$ cat config.mk
export PLATFORM = sky130hd
export DESIGN_NAME = coalesce_eoi_tracker
export DESIGN_NICKNAME = d
export VERILOG_FILES = /design/src/rtl/cet_pkg.sv /design/src/rtl/cet_popcount.sv /design/src/rtl/cet_onehot.sv /design/src/rtl/cet_next_state.sv /design/src/rtl/coalesce_eoi_tracker.sv
export SDC_FILE = /design/constraint.sdc
export NUM_CORES = 1
export LEC_CHECK = 0
export BUFFER_PORTS_ARGS = -buffer_cell sky130_fd_sc_hd__buf_2
export CAP_MARGIN = 25
export CORE_MARGIN = 5
export CORE_UTILIZATION = 49
export CTS_CLUSTER_SIZE = 14
export DETAILED_ROUTE_END_ITERATION = 7
export HOLD_SLACK_MARGIN = 0.12
export PLACE_DENSITY = 0.84
export SYNTH_ARGS = -nofsm -noshare
export SYNTH_HDL_FRONTEND = slang
export SYNTH_SLANG_ARGS = --single-unit
export TNS_END_PERCENT = 20
$ cat constraint.sdc
create_clock -name clk_i -period 4.24 [get_ports clk_i]
set_input_delay 0.848 -clock clk_i [delete_from_list [all_inputs] [get_ports clk_i]]
set_output_delay 0.848 -clock clk_i [all_outputs]
set_load 0.05 [all_outputs]
$ cat src/rtl/cet_pkg.sv
package cet_pkg;
  typedef enum logic [2:0] {
    UPD_HOLD,
    UPD_REBUILD,
    UPD_LOAD,
    UPD_CLR,
    UPD_SET
  } upd_e;
endpackage

$ cat src/rtl/cet_popcount.sv
module cet_popcount #(
  parameter int unsigned W  = 8,
  parameter int unsigned OW = 4
) (
  input  logic [W-1:0]  vec_i,
  output logic [OW-1:0] cnt_o
);
  always_comb begin
    cnt_o = '0;
    for (int i = 0; i < W; i++) cnt_o = cnt_o + OW'(vec_i[i]);
  end
endmodule

$ cat src/rtl/cet_onehot.sv
module cet_onehot #(
  parameter int unsigned N  = 8,
  parameter int unsigned IW = 3
) (
  input  logic [IW-1:0] idx_i,
  output logic [N-1:0]  oh_o
);
  // out-of-range index decodes to all zeros
  for (genvar g = 0; g < N; g++) begin : g_dec
    assign oh_o[g] = (idx_i == IW'(g));
  end
endmodule

$ cat src/rtl/cet_next_state.sv
module cet_next_state
  import cet_pkg::*;
#(
  parameter int unsigned N     = 8,
  parameter int unsigned CNT_W = 4
) (
  input  logic [CNT_W-1:0] cnt_q_i,
  input  logic [N-1:0]     map_q_i,
  input  logic             deliver_i,
  input  logic [N-1:0]     dest_map_i,
  input  logic [CNT_W-1:0] deliver_cnt_i,
  input  logic             eoi_i,
  input  logic [N-1:0]     eoi_oh_i,
  input  logic             restore_one_i,
  input  logic [N-1:0]     ro_oh_i,
  input  logic             restore_all_i,
  input  logic [N-1:0]     rp_i,
  input  logic [CNT_W-1:0] rp_cnt_i,
  output logic [CNT_W-1:0] cnt_d_o,
  output logic [N-1:0]     map_d_o,
  output logic             err_d_o
);
  localparam logic [CNT_W-1:0] CntMax = '1;

  upd_e        upd;
  logic        cnt_zero, accept, eoi_hit, ro_set, ro_clr;
  logic [N-1:0] sel;

  assign cnt_zero = (cnt_q_i == '0);
  assign accept   = deliver_i && cnt_zero;
  assign eoi_hit  = |(eoi_oh_i & map_q_i);
  assign ro_set   = |(ro_oh_i & rp_i & ~map_q_i);
  assign ro_clr   = |(ro_oh_i & ~rp_i & map_q_i);
  assign err_d_o  = deliver_i && !cnt_zero && !restore_all_i;

  always_comb begin
    upd = UPD_HOLD;
    sel = '0;
    if (restore_all_i) begin
      upd = UPD_REBUILD;
    end else if (accept) begin
      upd = UPD_LOAD;
    end else if (eoi_i) begin
      if (eoi_hit) begin
        upd = cnt_zero ? UPD_REBUILD : UPD_CLR;
        sel = eoi_oh_i;
      end
    end else if (restore_one_i) begin
      sel = ro_oh_i;
      if (ro_set)      upd = (cnt_q_i == CntMax) ? UPD_REBUILD : UPD_SET;
      else if (ro_clr) upd = cnt_zero ? UPD_REBUILD : UPD_CLR;
    end
  end

  always_comb begin
    cnt_d_o = cnt_q_i;
    map_d_o = map_q_i;
    unique case (upd)
      UPD_REBUILD: begin cnt_d_o = rp_cnt_i;      map_d_o = rp_i;           end
      UPD_LOAD:    begin cnt_d_o = deliver_cnt_i; map_d_o = dest_map_i;     end
      UPD_CLR:     begin cnt_d_o = cnt_q_i - 1'b1; map_d_o = map_q_i & ~sel; end
      UPD_SET:     begin cnt_d_o = cnt_q_i + 1'b1; map_d_o = map_q_i | sel;  end
      default: ;
    endcase
  end
endmodule

$ cat src/rtl/coalesce_eoi_tracker.sv
module coalesce_eoi_tracker #(
  parameter int unsigned N_DEST = 8,
  parameter int unsigned CNT_W  = $clog2(N_DEST + 1),
  parameter int unsigned IDX_W  = (N_DEST > 1) ? $clog2(N_DEST) : 1
) (
  input  logic              clk_i,
  input  logic              rst_ni,
  input  logic              deliver_i,
  input  logic [N_DEST-1:0] dest_map_i,
  input  logic [CNT_W-1:0]  deliver_cnt_i,
  input  logic              eoi_i,
  input  logic [IDX_W-1:0]  eoi_dest_i,
  input  logic              restore_one_i,
  input  logic [IDX_W-1:0]  restore_dest_i,
  input  logic              restore_all_i,
  input  logic [N_DEST-1:0] restore_pend_i,
  output logic              coalesced_o,
  output logic              deliver_err_o,
  output logic [CNT_W-1:0]  pend_cnt_o,
  output logic [N_DEST-1:0] pend_map_o
);
  logic [CNT_W-1:0]  cnt_q, cnt_d, rp_cnt;
  logic [N_DEST-1:0] map_q, map_d, eoi_oh, ro_oh;
  logic              err_q, err_d;

  cet_popcount #(.W(N_DEST), .OW(CNT_W)) u_rp_cnt (
    .vec_i(restore_pend_i), .cnt_o(rp_cnt)
  );

  cet_onehot #(.N(N_DEST), .IW(IDX_W)) u_eoi_dec (
    .idx_i(eoi_dest_i), .oh_o(eoi_oh)
  );

  cet_onehot #(.N(N_DEST), .IW(IDX_W)) u_ro_dec (
    .idx_i(restore_dest_i), .oh_o(ro_oh)
  );

  cet_next_state #(.N(N_DEST), .CNT_W(CNT_W)) u_next (
    .cnt_q_i      (cnt_q),
    .map_q_i      (map_q),
    .deliver_i    (deliver_i),
    .dest_map_i   (dest_map_i),
    .deliver_cnt_i(deliver_cnt_i),
    .eoi_i        (eoi_i),
    .eoi_oh_i     (eoi_oh),
    .restore_one_i(restore_one_i),
    .ro_oh_i      (ro_oh),
    .restore_all_i(restore_all_i),
    .rp_i         (restore_pend_i),
    .rp_cnt_i     (rp_cnt),
    .cnt_d_o      (cnt_d),
    .map_d_o      (map_d),
    .err_d_o      (err_d)
  );

  always_ff @(posedge clk_i or negedge rst_ni) begin
    if (!rst_ni) begin
      cnt_q <= '0;
      map_q <= '0;
      err_q <= 1'b0;
    end else begin
      cnt_q <= cnt_d;
      map_q <= map_d;
      err_q <= err_d;
    end
  end

  assign coalesced_o   = (cnt_q != '0);
  assign deliver_err_o = err_q;
  assign pend_cnt_o    = cnt_q;
  assign pend_map_o    = map_q;
endmodule

==> flow_summary.ini, run 1 <==
[run_status]
status = complete, no violations

[sta]
hold_viol = 0
fin_setup_tns_ns = 0
hold_ws_ns = 0.453
finalSetupViolCount = 0
max_slew_margin = 0.611
fmaxAchievable_mhz = 285
fin_crit_sh = 0.828
worstMarginPinSlew_ns = 0.584
drv_slew = 0
fin_worst_skew_ns = 0.00398
rsz0062_at_grt = false
final.min_clock_period_ns = 3.51

[synth]
syn-num-nets = 214
yosys.area.top_type = dfrtp_1
netlist_area_mm2 = 0.00153
synth_top_area_share = 0.213
ys_ff_latch = 13
avgSynthCellArea_um2 = 8.90
synth_warnings = 0
ys_types = 53
synthArstFlopShare = 1.00
ys_seq_area_frac = 0.213
synth_top_flop_cell = dfrtp_1
synthCells = 172
synth_area_leaders = dfrtp_1 21%, fa_1 6.5%, nand2b_1 5.7%
synth-edff-count = 0

[cts]
post-cts-setup-buffer-count = 0
cts_buffer_depth = 2
cts.sinks = 13
cts-root-buf = clkbuf_4
h-tree-depth = 1
cts_hold_buf = 0
clk_latency_ns = 0.28
cts_resized = 0
cts_tree = built
cts.clk_slew.worst_paths_ns = 0.09
cts_inserted_buffers = 3

[cells_and_area]
nFillCells = 294
nets = 258
drive_above_1_share = 0.312
fin_cells = 259
num_antenna_cells = 0
design_area_mm2 = 0.00180
area_growth_pct = 17.8

[critical_path]
arrival_ns = 3.72
critical_path_peak_fanout = 4
crit-reg2reg-launch = pend_map_o[5]
crit_required_ns = 4.44
end_kind = flop
crit_start = restore_pend_i[0]
critPathKind = in -> reg
cp-start-kind = input port

[power]
power_density_mw_per_mm2 = 528
irDropWorstVdd_mv = 0.407
cellLeakagePower_nw = 0.810

[detailed_routing]
vias = 1659
drc = 0
firstDrtPassIters = 6
viasPerCell = 6.41
ant_nets = 0
routedWlPerCell_um = 17.6
totalWireLength_mm = 4.56
first_iter_violations = 219

[placement]
dp.cells = 255
gp_congestion = 0.924
placed_area_mm2 = 0.00178
dpl.hpwl_mm = 3.56
portBuffers = 45

[floorplan]
initial_core_util = 0.505
die_w_um = 65.9
ios = 46
core_mm2 = 0.00303
rows = 20
die_area_mm2 = 0.00434
die_h_um = 65.9

[min_path]
holdCritPathClass = in -> async

[global_route]
grt_pass1_vias = 1570
grt_max_degree = 15
overflow = 0
grt_usage = 0.213
grt_pass1_wl_mm = 7.19
antenna_found_initial = 0

[job]
maxCapViolations = 0
-- per-stage QoR --
stage	util	setup slack [ns]	power (mW)
global placement	0.587	0.481	0.854
floorplan	-	0.683	0.715
CTS	0.595	0.708	0.951
global route	0.595	0.667	1.01
detailed placement	0.587	0.414	0.869
finish	0.595	0.727	0.952
-- metal layers --
layer  track usage  vias up  part of all wire
met5             0        -                 0
met2         0.345      116              0.47
met3        0.0272       10              0.11
met1         0.283      779              0.40
met4        0.0855        0             0.021
li1              -      754                 -
-- layout make-up --
type	instances	area, µm²	area share
Sequential cell	13	325	0.180
Inverter	18	67.6	0.0375
Timing Repair Buffer	49	255	0.142
Clock buffer	4	26.3	0.0146
Tap cell	44	55.1	0.0305
Multi-Input combinational cell	131	1070	0.595
-- synth_stat cells, types with 2 or more instances --
cell type / n
or2_2: 2
o21ai_2: 2
xnor2_1: 3
nand3_1: 2
a21oi_1: 6
o31ai_1: 8
nand2_1: 5
dfrtp_1: 13
a31oi_1: 2
a32oi_1: 2
buf_2: 3
fa_1: 5
buf_4: 2
mux4_2: 2
o21ai_1: 17
nand2b_1: 14
nor2b_1: 2
o22ai_1: 7
a311oi_1: 3
o32ai_1: 2
inv_1: 17
nor3b_1: 2
clkbuf_1: 3
and3b_1: 2
a222oi_1: 8
a22oi_1: 2
buf_6: 2
ha_1: 5
o21ai_0: 2
nor2_1: 4
-- flip-flops by register name (all words and copies together) (netlist names) --
signal / count
pend_cnt_o: 4
pend_map_o: 8
deliver_err_o: 1
-- worst max-delay path: stages --
cell     delay [ns]
buf_2          0.12
ha_1           0.30
inv_1          0.07
fa_1           0.42
fa_1           0.49
inv_1          0.05
fa_1           0.38
inv_1          0.08
fa_1           0.40
or3_1          0.37
a32oi_1        0.19
-- path summary, 6_finish.rpt --
| path | depth (start not counted) | slack (ns) | to |
|---|---|---|---|
| setup / recovery | 11 | 0.73 | pend_cnt_o[1] |
| min in group clk_i | 2 | 0.57 | pend_map_o[2] |
| setup reg to reg | 11 | 1.41 | pend_cnt_o[3] |
| max in group asynchronous | 1 | 3.54 | deliver_err_o |
| hold reg to reg | 2 | 0.57 | pend_map_o[2] |
| hold / removal | 1 | 0.45 | pend_map_o[3] |
-- kinds of logic after synthesis --
family | Yosys count | share of synthesized area
simple gates | 44 | 0.196
compound gates | 69 | 0.324
buf+inv | 28 | 0.0858
flops | 13 | 0.213
fa+ha+maj | 10 | 0.106
mux | 5 | 0.0581
xor+xnor | 3 | 0.0172
-- where the power goes --
part	internal (mW)	total (mW)	switching [mW]	leakage, nW
clock network	0.0365	0.0822	0.0457	0.0150
logic	0.214	0.622	0.408	0.637
registers	0.174	0.247	0.0736	0.158
-- cells in the final DEF, fill, tap and decap left out, types with 6 or more instances in the layout --
cell / netlist / final
a222oi_1: 8 / 8
a21oi_1: 6 / 6
nand2b_1: 14 / 14
o31ai_1: 8 / 8
dfrtp_1: 13 / 13
inv_1: 17 / 17
o21ai_1: 17 / 17
buf_2: 3 / 45
o22ai_1: 7 / 7
Note: power is estimated with default switching activity, not from simulation.
==> inputs of run 2 (changes only) <==
==> constraint.sdc (replaced) <==
create_clock -name clk_i -period 3.3 [get_ports clk_i]
set_input_delay 0.66 -clock clk_i [delete_from_list [all_inputs] [get_ports clk_i]]
set_output_delay 0.66 -clock clk_i [all_outputs]
set_load 0.05 [all_outputs]
==> run 2 against run 1 <==
Combinational power grew 33%. First-iteration DRC count is 5.0% higher. Critical path depth is the same. Hold slack worse by 0.19 ns. Critical path type unchanged. Critical endpoint unchanged. Highest routed layer unchanged.
==> flow_summary.ini, run 2 (synthesis gave the netlist of run 1 again) <==
[cts]
clk_latency_ns = 0.28
cts-root-buf = clkbuf_4
cts_hold_buf = 0
cts_inserted_buffers = 3
cts.clk_slew.worst_paths_ns = 0.09
cts_tree = built
cts.sinks = 13
h-tree-depth = 1
cts_buffer_depth = 2

[critical_path]
slowest_delay_ns = 0.53
crit-reg2reg-launch = pend_map_o[5]
critical_path_peak_fanout = 2
end_kind = flop
critPathKind = in -> reg
cp-start-kind = input port
crit_family = adder cells
crit_required_ns = 3.50
cp_num_buf_inv = 4
crit_start = restore_pend_i[0]
cp_slowest_cell = fa_1
path_cells = buf_6 > ha_4 > inv_2 > fa_1 > fa_1 > inv_2 > fa_2 > inv_2 > fa_1 > or3_1 > a32oi_1
arrival_ns = 3.42

[global_route]
overflow = 0
antenna_found_initial = 0
grt_pass1_wl_mm = 7.59
grt_pass1_vias = 1575
grt_max_degree = 15
grt_usage = 0.225

[power]
p_int_uw = 558
clkPwrFrac = 0.085
irDropWorstVdd_mv = 0.432
cellLeakagePower_nw = 0.840
power_mw = 1.25
power_density_mw_per_mm2 = 669
combPwrFrac = 0.662
p_switching_uw = 696
switching_share = 0.555
seqPwrFrac = 0.253

[sta]
fmaxAchievable_mhz = 310
fin_crit_sh = 0.977
worstMarginPinSlew_ns = 0.562
setup_ws_ns = 0.0755
max_slew_margin = 0.624
final.min_clock_period_ns = 3.22
fin_worst_skew_ns = 0.00395
hold_ws_ns = 0.266
drv_slew = 0
finalSetupViolCount = 0
hold_viol = 0

[placement]
gp_congestion = 0.916
portBuffers = 45
dpl.hpwl_mm = 3.61
post-place-ws_ns = -0.228

[detailed_routing]
ant_nets = 0
first_iter_violations = 230
routedWlPerCell_um = 17.8
drc = 0
vias = 1696
totalWireLength_mm = 4.72
viasPerCell = 6.40
firstDrtPassIters = 6

[floorplan]
die_h_um = 65.9
core_mm2 = 0.00303
rows = 20
ios = 46
die_area_mm2 = 0.00434
initial_core_util = 0.505
die_w_um = 65.9

[cells_and_area]
num_antenna_cells = 0
area_growth_pct = 22.6
nets = 264
layout.cells.most_common_list = 43 x buf_2, 17 x o21ai_1, 14 x inv_1, 14 x nand2b_1, 13 x dfrtp_1
final_util = 0.619
layout_commonest_cell = buf_2
drive_above_1_share = 0.353
largest_reg_flops = 8

[run_status]
status = complete, no violations

[job]
maxCapViolations = 0

[min_path]
holdCritPathClass = in -> async
run 2: changes by cell type in the layout (fill, tap and decap cells not counted):
cell,delta
fa_1,-1
fa_2,+1
ha_1,-1
inv_1,-3
buf_4,+6
ha_4,+1
buf_2,-2
inv_2,+3
buf_6,+2
run 2: worst register-to-register path, delay by kind of cell (launching register included):
family	cells	cell delay [ns]
fa+ha+maj	1	0.31
mux	3	0.97
flops	1	0.46
xor+xnor	1	0.11
compound gates	4	0.65
simple gates	2	0.28
run 2: power groups by stage:
stage          logic (mW)  clock network (mW)  registers, mW
2_1_floorplan       0.403                   0          0.519
3_3_place_gp        0.791                   0          0.316
3_5_place_dp        0.816                   0          0.315
4_1_cts             0.820               0.107          0.313
5_1_grt             0.896               0.116          0.329
6_report            0.830               0.107          0.317
run 2: final cells by class:
| class | instances | area, µm² |
|---|---|---|
| sequential | 13 | 325 |
| multi-input combinational | 131 | 1090 |
| tap | 44 | 55.1 |
| fill | 276 | 1150 |
| inverter | 18 | 67.6 |
| timing repair buffer | 55 | 313 |
| clock buffer | 4 | 26.3 |
run 2: routing by layer:
metal | global-route usage | wire length (µm)
met1 | 0.311 | 1920
met2 | 0.357 | 2250
met3 | 0.0204 | 408
met4 | 0.0984 | 133
met5 | 0 | 0
run 2: final timing paths:
path	depth (start not counted)	to	slack, ns
max in group asynchronous	1	pend_cnt_o[1]	2.78
max reg2reg	11	pend_cnt_o[3]	0.42
min in group clk_i	2	pend_map_o[2]	0.56
min	1	pend_map_o[6]	0.27
min reg2reg	2	pend_map_o[2]	0.56
max	11	pend_cnt_o[1]	0.08
run 2: what timing repair did:
item                                   in CTS  in global routing
endpoints found under the hold margin       0                  0
buffers inserted                            0                  1
setup endpoints to repair                   0                  1
resized for setup                           0                  6
run 2: per-stage QoR:
step / cell area [µm²] / instances / TNS [ns]
finish: 1880 / 265 / 0
global route: 1880 / 265 / -0.0211
CTS: 1860 / 264 / 0
detailed placement: 1830 / 260 / -0.257
global placement: 1830 / 260 / -0.171
floorplan: 1550 / 172 / 0
==> inputs of run 3 (changes only) <==
--- a/config.mk
+++ b/config.mk
@@ -8,11 +8,12 @@
 export BUFFER_PORTS_ARGS = -buffer_cell sky130_fd_sc_hd__buf_2
 export CAP_MARGIN = 25
 export CORE_MARGIN = 5
-export CORE_UTILIZATION = 49
+export CORE_UTILIZATION = 40
 export CTS_CLUSTER_SIZE = 14
 export DETAILED_ROUTE_END_ITERATION = 7
+export GPL_TIMING_DRIVEN = 0
 export HOLD_SLACK_MARGIN = 0.12
-export PLACE_DENSITY = 0.84
+export PLACE_DENSITY = 0.72
 export SYNTH_ARGS = -nofsm -noshare
 export SYNTH_HDL_FRONTEND = slang
 export SYNTH_SLANG_ARGS = --single-unit
==> run 3 against run 2 <==
Via count down 3.7%. Critical path depth unchanged. Worst setup slack worse by 0.019 ns. Cell count up 1.1%. Critical path type unchanged. Critical endpoint unchanged. Largest cell class unchanged.
==> flow_summary.ini, run 3 (synthesis gave the netlist of run 1 again) <==
[run_status]
status = complete, no violations

[critical_path]
critPathKind = in -> reg
cp_num_buf_inv = 4
crit_required_ns = 3.47
r2r_end = pend_cnt_o[3]
cp-start-kind = input port
crit-reg2reg-launch = pend_map_o[5]
slowest_delay_ns = 0.53
path_cells = buf_8 > ha_4 > inv_2 > fa_1 > fa_1 > inv_2 > fa_2 > inv_2 > fa_1 > or3_1 > a32oi_1
r2r_cells = 12
end_kind = flop
arrival_ns = 3.41
cp_slowest_cell = fa_1
crit_family = adder cells
reg2reg_slack_ns = 0.26
critical_path_peak_fanout = 4

[placement]
dpl.hpwl_mm = 3.70
portBuffers = 44
gp_congestion = 0.858
placed_area_mm2 = 0.00183

[global_route]
grtUsageMet3 = 0.0266
grtUsageMet2 = 0.272
grt-busiest-layer = met2
grt_pass1_wl_mm = 7.39
overflow = 0
grt_usage = 0.182
grt_max_degree = 14
gr-usage-met1 = 0.254
antenna_found_initial = 0
grt_pass1_vias = 1524

[detailed_routing]
drc = 0
viasPerCell = 6.09
vias = 1633
ant_nets = 0
first_iter_violations = 190
totalWireLength_mm = 4.63
firstDrtPassIters = 7
routedWlPerCell_um = 17.3

[cells_and_area]
nets = 263
layout.cells.most_common_list = 45 x buf_2, 17 x o21ai_1, 14 x inv_1, 14 x nand2b_1, 13 x dfrtp_1
largest_reg_flops = 8
drive_above_1_share = 0.345
num_antenna_cells = 0
design_area_mm2 = 0.00189
layout_commonest_cell = buf_2
area_growth_pct = 23.6

[sta]
fin_crit_sh = 0.983
final.min_clock_period_ns = 3.24
max_slew_margin = 0.686
rsz0062_at_grt = true
hold_viol = 0
fmaxAchievable_mhz = 308
drv_slew = 0
fin_worst_skew_ns = 0.00831
finalSetupViolCount = 0
worstMarginPinSlew_ns = 0.469
hold_ws_ns = 0.292

[power]
irDropWorstVdd_mv = 0.467
combPwrFrac = 0.638
seqPwrFrac = 0.246
p_switching_uw = 685
p_int_uw = 596
cellLeakagePower_nw = 0.840
power_density_mw_per_mm2 = 677
clkPwrFrac = 0.116
switching_share = 0.535

[floorplan]
core_mm2 = 0.00369
die_area_mm2 = 0.00516
initial_core_util = 0.415
rows = 22
die_h_um = 71.9
ios = 46
die_w_um = 71.9

[cts]
cts-root-buf = clkbuf_8
cts_hold_buf = 0
h-tree-depth = 1
cts_buffer_depth = 2
cts.clk_slew.worst_paths_ns = 0.06
cts_tree = built
clk_latency_ns = 0.25
cts_inserted_buffers = 3
cts.sinks = 13

[job]
maxCapViolations = 0

[min_path]
holdCritPathClass = in -> async
-- run 3: changes by cell type in the layout (fill, tap and decap cells not counted) --
cell and change:
buf_4 -7, clkbuf_4 -3, clkbuf_8 +3, buf_2 +2
buf_6 +1, buf_8 +1, clkbuf_1 +1, clkinv_2 +1
-- run 3: layout make-up --
type                       instances  area, µm²
tap                               48       60.1
inverter                          18       67.6
fill                             389       1800
clock inverter                     1       5.00
clock buffer                       3       41.3
buffer                            10       67.6
timing repair buffer              44        236
multi-input combinational        131       1090
sequential                        13        325
-- run 3: timing repair --
action	4_1_cts	5_1_grt
resized for setup	3	8
endpoints found under the setup margin	2	2
setup buffers	0	0
-- run 3: metal layers --
metal	vias up	wire, µm
li1	768	-
met1	791	2100
met2	61	2090
met3	13	300
met4	0	148
met5	-	0
-- run 3: how the worst max path moves through the flow --
stage | depth (start not counted) | slack [ns] | end | startpoint
floorplan | 10 | 0.02 | pend_cnt_o[1] | restore_pend_i[1]
global placement | 11 | -0.25 | pend_cnt_o[1] | restore_pend_i[1]
detailed placement | 13 | -0.30 | pend_cnt_o[3] | restore_dest_i[2]
CTS | 11 | -0.0007 | pend_cnt_o[1] | restore_pend_i[1]
global route | 11 | -0.03 | pend_cnt_o[1] | restore_pend_i[1]
finish | 11 | 0.06 | pend_cnt_o[1] | restore_pend_i[1]
-- run 3: power by group through the flow --
stage	clock network [mW]	logic, mW	registers (mW)
global placement	0	0.802	0.314
finish	0.148	0.817	0.315
detailed placement	0	0.813	0.313
global route	0.156	0.883	0.326
CTS	0.151	0.817	0.312
floorplan	0	0.403	0.519
-- run 3: through the flow --
step	power, mW	setup TNS [ns]	util	cells	worst slack (ns)
finish	1.28	0	0.513	268	0.0568
global route	1.37	-0.0278	0.513	268	-0.0278
CTS	1.28	-0.000718	0.509	268	-0.000718
detailed placement	1.13	-0.619	0.495	264	-0.296
global placement	1.12	-0.492	0.495	264	-0.252
floorplan	0.921	0	-	172	0.0183
